[src/rtl/ebank_pkg.sv]
package ebank_pkg;
  localparam int unsigned DATA_W   = 8;
  localparam int unsigned SEL_W    = 4;
  localparam int unsigned SEL_LSB  = 9;
  localparam int unsigned STAT_BIT = 6;

  // write index codes
  localparam logic [SEL_W-1:0] W_DATA  = 4'd0;
  localparam logic [SEL_W-1:0] W_MARK  = 4'd1;
  localparam logic [SEL_W-1:0] W_CRC   = 4'd2;
  localparam logic [SEL_W-1:0] W_PARAM = 4'd3;
  localparam logic [SEL_W-1:0] W_PHASE = 4'd4;
  localparam logic [SEL_W-1:0] W_SETUP = 4'd5;
  localparam logic [SEL_W-1:0] W_MCLR  = 4'd6;
  localparam logic [SEL_W-1:0] W_MSET  = 4'd7;

  // read index codes
  localparam logic [SEL_W-1:0] R_PARAM  = 4'd3;
  localparam logic [SEL_W-1:0] R_PHASE  = 4'd4;
  localparam logic [SEL_W-1:0] R_STATUS = 4'd6;
  localparam logic [SEL_W-1:0] R_MODE   = 4'd7;

  typedef struct packed {
    logic wr_clr;
    logic wr_set;
    logic wr_param;
    logic wr_phase;
    logic rd_param;
    logic rd_phase;
    logic rd_status;
    logic rd_mode;
  } strobe_t;
endpackage

[src/rtl/ebank_decode.sv]
module ebank_decode
  import ebank_pkg::*;
(
  input  logic             valid,
  input  logic             write,
  input  logic             active,
  input  logic [SEL_W-1:0] sel,
  output strobe_t          strb
);
  logic wr_ok, rd_ok;

  assign wr_ok = valid & write & active;
  assign rd_ok = valid & ~write & active;

  always_comb begin
    strb           = '0;
    strb.wr_clr    = wr_ok & (sel == W_MCLR);
    strb.wr_set    = wr_ok & (sel == W_MSET);
    strb.wr_param  = wr_ok & (sel == W_PARAM);
    strb.wr_phase  = wr_ok & (sel == W_PHASE);
    strb.rd_param  = rd_ok & (sel == R_PARAM);
    strb.rd_phase  = rd_ok & (sel == R_PHASE);
    strb.rd_status = rd_ok & (sel == R_STATUS);
    strb.rd_mode   = rd_ok & (sel == R_MODE);
  end
endmodule

[src/rtl/ebank_mode.sv]
module ebank_mode
  import ebank_pkg::*;
(
  input  logic              clk,
  input  logic              rst_n,
  input  logic              unlock,
  input  logic              wr_clr,
  input  logic              wr_set,
  input  logic [DATA_W-1:0] wdata,
  output logic [DATA_W-1:0] mode_q,
  output logic              active_q,
  output logic              legacy_clr_q
);
  logic [DATA_W-1:0] cleared;

  assign cleared = mode_q & ~wdata;

  always_ff @(posedge clk) begin
    if (!rst_n) begin
      mode_q       <= '0;
      active_q     <= 1'b0;
      legacy_clr_q <= 1'b0;
    end else begin
      legacy_clr_q <= 1'b0;
      if (unlock) begin
        mode_q[STAT_BIT] <= 1'b1;
        active_q         <= 1'b1;
      end else if (wr_clr) begin
        mode_q <= cleared;
        if (!cleared[STAT_BIT]) begin
          active_q     <= 1'b0;
          legacy_clr_q <= 1'b1;
        end
      end else if (wr_set) begin
        mode_q <= mode_q | wdata;
      end
    end
  end
endmodule

[src/rtl/ebank_pram.sv]
module ebank_pram #(
  parameter int unsigned DEPTH = 16,
  parameter int unsigned DW    = 8,
  localparam int unsigned IW   = $clog2(DEPTH)
) (
  input  logic          clk,
  input  logic          rst_n,
  input  logic          wr,
  input  logic          rd,
  input  logic          idx_clr,
  input  logic [DW-1:0] wdata,
  output logic [DW-1:0] rdata,
  output logic [IW-1:0] idx_q
);
  logic [DW-1:0] mem [DEPTH];
  logic [IW-1:0] idx_nxt;

  assign idx_nxt = (idx_q == IW'(DEPTH - 1)) ? '0 : idx_q + 1'b1;
  assign rdata   = mem[idx_q];

  always_ff @(posedge clk) begin
    if (!rst_n) begin
      idx_q <= '0;
    end else if (idx_clr) begin
      idx_q <= '0;
    end else if (wr || rd) begin
      idx_q <= idx_nxt;
    end
  end

  always_ff @(posedge clk) begin
    if (wr) mem[idx_q] <= wdata;
  end
endmodule

[src/rtl/ebank_regs.sv]
module ebank_regs
  import ebank_pkg::*;
#(
  parameter int unsigned ADDR_W     = 13,
  parameter int unsigned PRAM_DEPTH = 16,
  localparam int unsigned PIW       = $clog2(PRAM_DEPTH)
) (
  input  logic              clk,
  input  logic              rst_n,
  input  logic              unlock_i,
  input  logic              acc_valid_i,
  input  logic              acc_write_i,
  input  logic [ADDR_W-1:0] acc_addr_i,
  input  logic [7:0]        acc_wdata_i,
  output logic              rd_valid_o,
  output logic [7:0]        rd_data_o,
  output logic              enh_active_o,
  output logic              legacy_clr_o,
  output logic [7:0]        phase_o
);
  logic [SEL_W-1:0]  sel;
  strobe_t           strb;
  logic [DATA_W-1:0] mode_w;
  logic              active_w;
  logic [DATA_W-1:0] pram_rdata;
  logic [PIW-1:0]    pidx_w;
  logic [DATA_W-1:0] phase_q;
  logic [DATA_W-1:0] status_w;

  assign sel = acc_addr_i[SEL_LSB +: SEL_W];

  ebank_decode u_dec (
    .valid  (acc_valid_i),
    .write  (acc_write_i),
    .active (active_w),
    .sel    (sel),
    .strb   (strb)
  );

  ebank_mode u_mode (
    .clk          (clk),
    .rst_n        (rst_n),
    .unlock       (unlock_i),
    .wr_clr       (strb.wr_clr),
    .wr_set       (strb.wr_set),
    .wdata        (acc_wdata_i),
    .mode_q       (mode_w),
    .active_q     (active_w),
    .legacy_clr_q (legacy_clr_o)
  );

  ebank_pram #(.DEPTH(PRAM_DEPTH), .DW(DATA_W)) u_pram (
    .clk     (clk),
    .rst_n   (rst_n),
    .wr      (strb.wr_param),
    .rd      (strb.rd_param),
    .idx_clr (strb.wr_clr),
    .wdata   (acc_wdata_i),
    .rdata   (pram_rdata),
    .idx_q   (pidx_w)
  );

  always_comb begin
    status_w           = mode_w;
    status_w[STAT_BIT] = active_w;
  end

  always_ff @(posedge clk) begin
    if (!rst_n) begin
      phase_q    <= '0;
      rd_valid_o <= 1'b0;
      rd_data_o  <= '0;
    end else begin
      if (strb.wr_phase) phase_q <= acc_wdata_i;
      rd_valid_o <= acc_valid_i & ~acc_write_i;
      unique case (1'b1)
        strb.rd_param:  rd_data_o <= pram_rdata;
        strb.rd_phase:  rd_data_o <= phase_q;
        strb.rd_status: rd_data_o <= status_w;
        strb.rd_mode:   rd_data_o <= mode_w;
        default:        rd_data_o <= '0;
      endcase
    end
  end

  assign enh_active_o = active_w;
  assign phase_o      = phase_q;
endmodule

[config.mk]
export PLATFORM = sky130hd
export DESIGN_NAME = ebank_regs
export DESIGN_NICKNAME = d
export VERILOG_FILES = /design/src/rtl/ebank_pkg.sv /design/src/rtl/ebank_decode.sv /design/src/rtl/ebank_mode.sv /design/src/rtl/ebank_pram.sv /design/src/rtl/ebank_regs.sv
export SDC_FILE = /design/constraint.sdc
export NUM_CORES = 1
export LEC_CHECK = 0
export ABC_AREA = 1
export BUFFER_PORTS_ARGS = -buffer_cell sky130_fd_sc_hd__buf_2
export CORE_MARGIN = 2
export CORE_UTILIZATION = 55
export CTS_BUF_LIST = sky130_fd_sc_hd__clkbuf_8
export DETAILED_ROUTE_END_ITERATION = 6
export GPL_ROUTABILITY_DRIVEN = 0
export PLACE_DENSITY_LB_ADDON = 0.12
export REMOVE_ABC_BUFFERS = 1
export SETUP_SLACK_MARGIN = 0.4
export SLEW_MARGIN = 20
export SYNTH_ARGS = -nofsm -noshare
export SYNTH_HDL_FRONTEND = slang
export SYNTH_SLANG_ARGS = --single-unit
[constraint.sdc]
create_clock -name clk -period 4.4 [get_ports clk]
set_input_delay 0.88 -clock clk [delete_from_list [all_inputs] [get_ports clk]]
set_output_delay 0.88 -clock clk [all_outputs]
set_load 0.1 [all_outputs]
Word-level counts from Yosys, hierarchy flattened
Memory sizes are Yosys's and may differ from the RTL's. A register that Yosys moved wholly into a read port is not among the register bits.
Cells that the tools add are included.
{ "op_classes": {"n_reduce_logical": 8, "n_addsub": 1, "muxes": 13, "n_eq_ne": 6, "bitwise_logic": 19} }
{ "ops": {"columns": ["cell", "n"], "rows": [
  ["8-bit case mux with 4 select lines", 1],
  ["8-bit two-way mux", 2],
  ["1-bit bitwise AND", 12],
  ["4-bit by 3-bit == test with 1-bit output, second input constant", 3],
  ["4-bit two-way mux", 3],
  ["8-bit bitwise AND", 1],
  ["8-bit NOT", 1],
  ["8-bit bitwise OR", 1],
  ["1-bit two-way mux", 7],
  ["4-bit by 1-bit adder with 4-bit output, second input constant", 1],
  ["4-bit by 2-bit == test with 1-bit output, second input constant", 1],
  ["4-bit == test, second input constant", 1],
  ["1-bit NOT", 4],
  ["2-bit AND reduction", 2],
  ["2-bit nonzero test", 2],
  ["3-bit nonzero test", 1],
  ["3-bit OR reduction", 1],
  ["2-bit != test, second input constant", 1],
  ["2-bit OR reduction", 1],
  ["1-bit logical OR", 1]
]} }
{ "totals": {"ff_bits": 31, "memories": 1, "out_inout_bits": 19, "ramBits": 128, "wordCells": 56} }
{ "memory_table": {"columns": ["memory", "depth", "word_bits", "read_ports", "rd_clocked_by_memory_dff", "write_ports", "line", "source"], "rows": [
  ["u_pram.mem", 16, 8, 1, 1, 1, "ebank_pram.sv:15", "logic [DW-1:0] mem [DEPTH];"]
]} }

Logic depth before layout (Yosys ltp)
{ "depth": {"ltp_word": 7, "depth_mapped": 10, "ltp_nobuf": 10} }

Modules after synthesis
Synthesis repeated with hierarchy kept, for this count alone.
{ "unflattened": {"hier_cells": 775, "area_unflattened_um2": 7215.7} }
{ "modules_own_cells": {"columns": ["mod", "cells_each", "n_inst", "seq_area_each_um2", "area_per_inst_um2"], "rows": [
  ["ebank_pram", 576, 1, 4003.8, 5908.2],
  ["ebank_regs", 114, 1, 340.3, 733.2],
  ["ebank_mode", 63, 1, 200.2, 484.2],
  ["ebank_decode", 22, 1, 0.0, 90.1]
]} }

Worst setup path before layout
No wires, ideal clock.
{ "synth_path": {"kind": "flip-flop to flip-flop", "from": "register u_mode.active_q", "to": "memory u_pram.mem[0][0] (enable)", "path_slack_ps": 2160, "t_arrival_ps": 1870, "t_required_ps": 4030, "n_path_buf": 0, "path_stages_with_launch": 5, "cell_sequence": "dfxtp_1 -> nand3_2 -> nor2_1 -> nand2_1 -> nor2_1"} }
{ "synth_via": {"elab_chain_cells": 4} }
{ "synth_rtl": {"columns": ["item", "line", "source"], "rows": [
  ["start, declared", "ebank_mode.sv:11", "output logic active_q,"],
  ["start signal, assigned", "ebank_mode.sv:21", "active_q <= 1'b0;"],
  ["start signal, assigned", "ebank_mode.sv:27", "active_q <= 1'b1;"],
  ["start signal, assigned", "ebank_mode.sv:31", "active_q <= 1'b0;"],
  ["1-bit bitwise AND", "ebank_decode.sv:12", "assign wr_ok = valid & write & active;"],
  ["1-bit bitwise AND", "ebank_decode.sv:19", "strb.wr_param = wr_ok & (sel == W_PARAM);"],
  ["1-bit two-way mux", "ebank_pram.sv:32", "if (wr) mem[idx_q] <= wdata;"],
  ["1-bit two-way mux (implied by the code)", "ebank_pram.sv:32", null],
  ["end, declared", "ebank_pram.sv:15", null]
]} }
No other way between the ends.

Worst setup path in the final report
{ "layout_path": {"from": "input port acc_addr_i[11]", "to": "memory u_pram.mem[1][6] (enable)"} }
{ "layout_via": {"elab_chain_cells": 4} }
{ "layout_rtl": {"columns": ["item", "line", "source"], "rows": [
  ["start, declared", "ebank_regs.sv:13", "input logic [ADDR_W-1:0] acc_addr_i,"],
  ["4-bit by 2-bit == test with 1-bit output", "ebank_decode.sv:19", null],
  ["1-bit bitwise AND", "ebank_decode.sv:19", null],
  ["1-bit two-way mux", "ebank_pram.sv:32", null],
  ["1-bit two-way mux (implied by the code)", "ebank_pram.sv:32", null]
]} }
No other way between the ends.

==> flow_summary_export.csv <==
group,metric,value,unit
detailed_routing,drtIter0Drc,340,
setup_path,crit_type,"input pin to flip-flop",
timing,fin_crit_sh,53.9,%
place,hpwl,9.54,mm
finish,final_nets,795,
setup_path,crit_buf_inv,1,
global_routing,grt-ovfl-total,0,
synthesis,synth_top_area_share,54.5,%
power_and_ir_drop,power_density,347,nW/µm²
setup_path,cp_max_fo,8,
setup_path,crit_slowest_cell,"nor2_1",
clocking,cts.path.max_buffers,2,
clocking,cts_buffers,17,
synthesis,ys_seq_area_share,64.4,%
synthesis,ys_ff_latch,163,
finish,final_area,7650,µm²
floorplan,die_w,117,µm
setup_path,path_common_cell,"nor2_1",
place,numPortBuffers,35,
detailed_routing,vias,4748,
detailed_routing,dr.pass1.iters,5,
synthesis,syn-cell-area,7060,µm²
power_and_ir_drop,power.leakage,3.24,nW
clocking,cts_root_buffer,"clkbuf_8",
setup_path,cp.required,4.48,ns
setup_path,cp-end-kind,"flip-flop",
timing,hold-worst-slack,0.455,ns
floorplan,boundaryPins,45,
timing,setup-violations-final,0,
clocking,cts_tree,"built",
power_and_ir_drop,irDropWorstVdd,0.226,mV
floorplan,core,12600,µm²
clocking,cts_hold_buf,0,
timing,relSlewSlack,26.4,%
timing,slew_viol_final,0,
timing,rsz0062_at_grt,"false",
finish,antenna_cells,0,
power_and_ir_drop,power,0.00266,W
power_and_ir_drop,p_int,0.00210,W
synthesis,synth_edf_count,128,
setup_path,critPathLaunchType,"input pin",
global_routing,grt_start_max_net_pins,65,
place,dp_slack,1.54,ns
global_routing,grt_pass1_wl,23.8,mm
synthesis,ys_warn_count,0,
synthesis,synth_ff_type,"edfxtp_1",
detailed_routing,drcViolationCount,0,
clocking,cts.sinks,163,
synthesis,synth.avg_cell_area,9.59,µm²
clocking,clock_latency,0.46,ns
finish,layout-drive-gt1-share,9.51,%
detailed_routing,wl,15.1,mm
clocking,cts.clk_slew.worst_paths,0.07,ns
timing,hold_viol_final,0,
setup_path,cp_top_family,"simple AND/OR/NAND/NOR gates",
power_and_ir_drop,p_switching,0.000560,W
power_and_ir_drop,power_frac_seq,62.5,%
finish,multi_input_area,1880,µm²
global_routing,grt_usage,24.0,%
setup_path,slowest_delay,0.69,ns
timing,finClkSkew,0.00871,ns
setup_path,arrival,2.45,ns
floorplan,start_util,56.1,%
hold_path,hp-class,"flip-flop to flip-flop",
clocking,cts_max_level,4,
detailed_routing,viasPerCell,5.00,
detailed_routing,ant_nets,0,
timing,tightest_slew,1.10,ns
detailed_routing,avgRoutedWirePerCell,15.9,µm
global_routing,antenna_found_initial,0,
synthesis,async_reset_ff_share,0,%
job,cap_viol_max_count,0,
timing,setup_tns,0,ns
power_and_ir_drop,swShare,21.1,%
timing,fmax,422,MHz
timing,layout_min_cycle_time,2.37,ns
clocking,cts_setup_buffers,0,
outcome,status,"finished, final reports clean",
synthesis,synth_area_leaders,"edfxtp_1 (54%), nand2_1 (11%), dfxtp_1 (9.9%), nand3_1 (7.0%), inv_1 (6.8%)",
global_routing,grt_pass1_vias,4565,
floorplan,row_count,41,
finish,register_area,4550,µm²
finish,fillers,1077,
finish,area_growth,8.35,%
synthesis,yosysTopAreaCell,"edfxtp_1",
power_and_ir_drop,share_comb_of_total_power,3.2,%
power_and_ir_drop,p_clk_share,34.2,%
place,dpl_cell_area,7320,µm²
setup_path,crit_chain,"buf_2, nor2_1, nand3_4, nor2_1, nand2_1, nor2_1",
synthesis,ys_types,29,
clocking,cts_resized,0,
floorplan,die_height,117,µm
floorplan,die_area,13800,µm²
timing,fin_ws,2.03,ns
synthesis,syn_inst,736,
stage by stage:
stage               instances  utilization [%]
floorplan                 709                -
global placement          918             58.3
detailed placement        918             58.3
CTS                       950             60.8
global route              950             60.8
finish                    950             60.8
power groups by stage:
stage                     Clock [W]  Combinational, W  Sequential [W]
after floorplan                   0         0.0000252         0.00171
after global placement            0         0.0000845         0.00170
after detailed placement          0         0.0000867         0.00170
after CTS                  0.000931         0.0000868         0.00166
after global routing       0.000994         0.0000941         0.00166
final                      0.000909         0.0000859         0.00166
kinds of logic (layout without fill, tap and decap cells):
kind of cell | Yosys count | in the layout | share of synthesized area, %
and+or+nand+nor | 358 | 358 | 22.1
buffers and inverters | 159 | 201 | 9.01
DFF | 163 | 163 | 64.4
AOI/OAI and AO/OA | 51 | 51 | 3.65
adders and majority gates | 4 | 4 | 0.709
xor gates and xnor gates | 1 | 1 | 0.124
layout by cell type (no fill, tap or decap), drive strengths merged:
cell,count
nand2,216
inv,135
edfxtp,128
nand3,101
nor2,39
buf,37
dfxtp,35
o21ai,28
a21oi,22
clkbuf,17
clkinv,11
ha,4
nor3,1
nand4,1
xor2,1
o211ai,1
bufinv,1
cells in the mapped netlist, types with 2 or more instances:
library cell / number
a21oi_1: 22
buf_2: 15
buf_4: 3
clkbuf_1: 7
dfxtp_1: 35
edfxtp_1: 128
ha_1: 4
inv_1: 127
inv_2: 3
nand2_1: 213
nand2_2: 2
nand3_1: 99
nor2_1: 34
nor2_2: 2
nor2_8: 2
o21ai_0: 22
o21ai_1: 6
metal layers:
metal | GRT usage [%] | vias to the layer above | share of wire (%)
met5 | 0 | - | 0
met4 | 11.1 | 0 | 3.3
met3 | 5.92 | 25 | 5.6
met2 | 38.2 | 149 | 47
met1 | 31.3 | 2165 | 44
li1 | - | 2409 | -
sequential cells by signal, indices dropped and copies added, names as in the netlist, named ones only:
| name | cells |
|---|---|
| phase_o | 8 |
| u_pram.idx_q | 4 |
| u_pram.mem | 128 |
| u_mode.active_q | 1 |
| u_mode.mode_q | 1 |
| u_mode.legacy_clr_q | 1 |
| rd_valid_o | 1 |
| rd_data_o | 8 |
worst paths after layout:
check / cells after the start / startpoint / slack, ns / end
hold / removal: 2 / flip-flop / 0.45 / flip-flop
setup / recovery: 6 / acc_addr_i[11] / 2.03 / u_pram.mem[1][6]
setup reg to reg: 8 / flip-flop / 2.12 / rd_data_o[6]
hold reg to reg: 2 / flip-flop / 0.45 / flip-flop
final cells by class:
cell class | count | area share (%)
multi-input cells | 414 | 24.5
flip-flops and latches | 163 | 59.5
clock buffers | 17 | 3.06
repair buffers | 37 | 2.49
clock inverters | 15 | 1.13
well taps | 172 | 2.81
inverters | 132 | 6.51
tightest hold or removal path, delay by kind of cell, from the launching register on:
family / cells / cell delay [ns]
AOI/OAI and AO/OA: 1 / 0.05
buffers and inverters: 1 / 0.05
DFF: 1 / 0.30
Power figures use the tool's default switching activity.
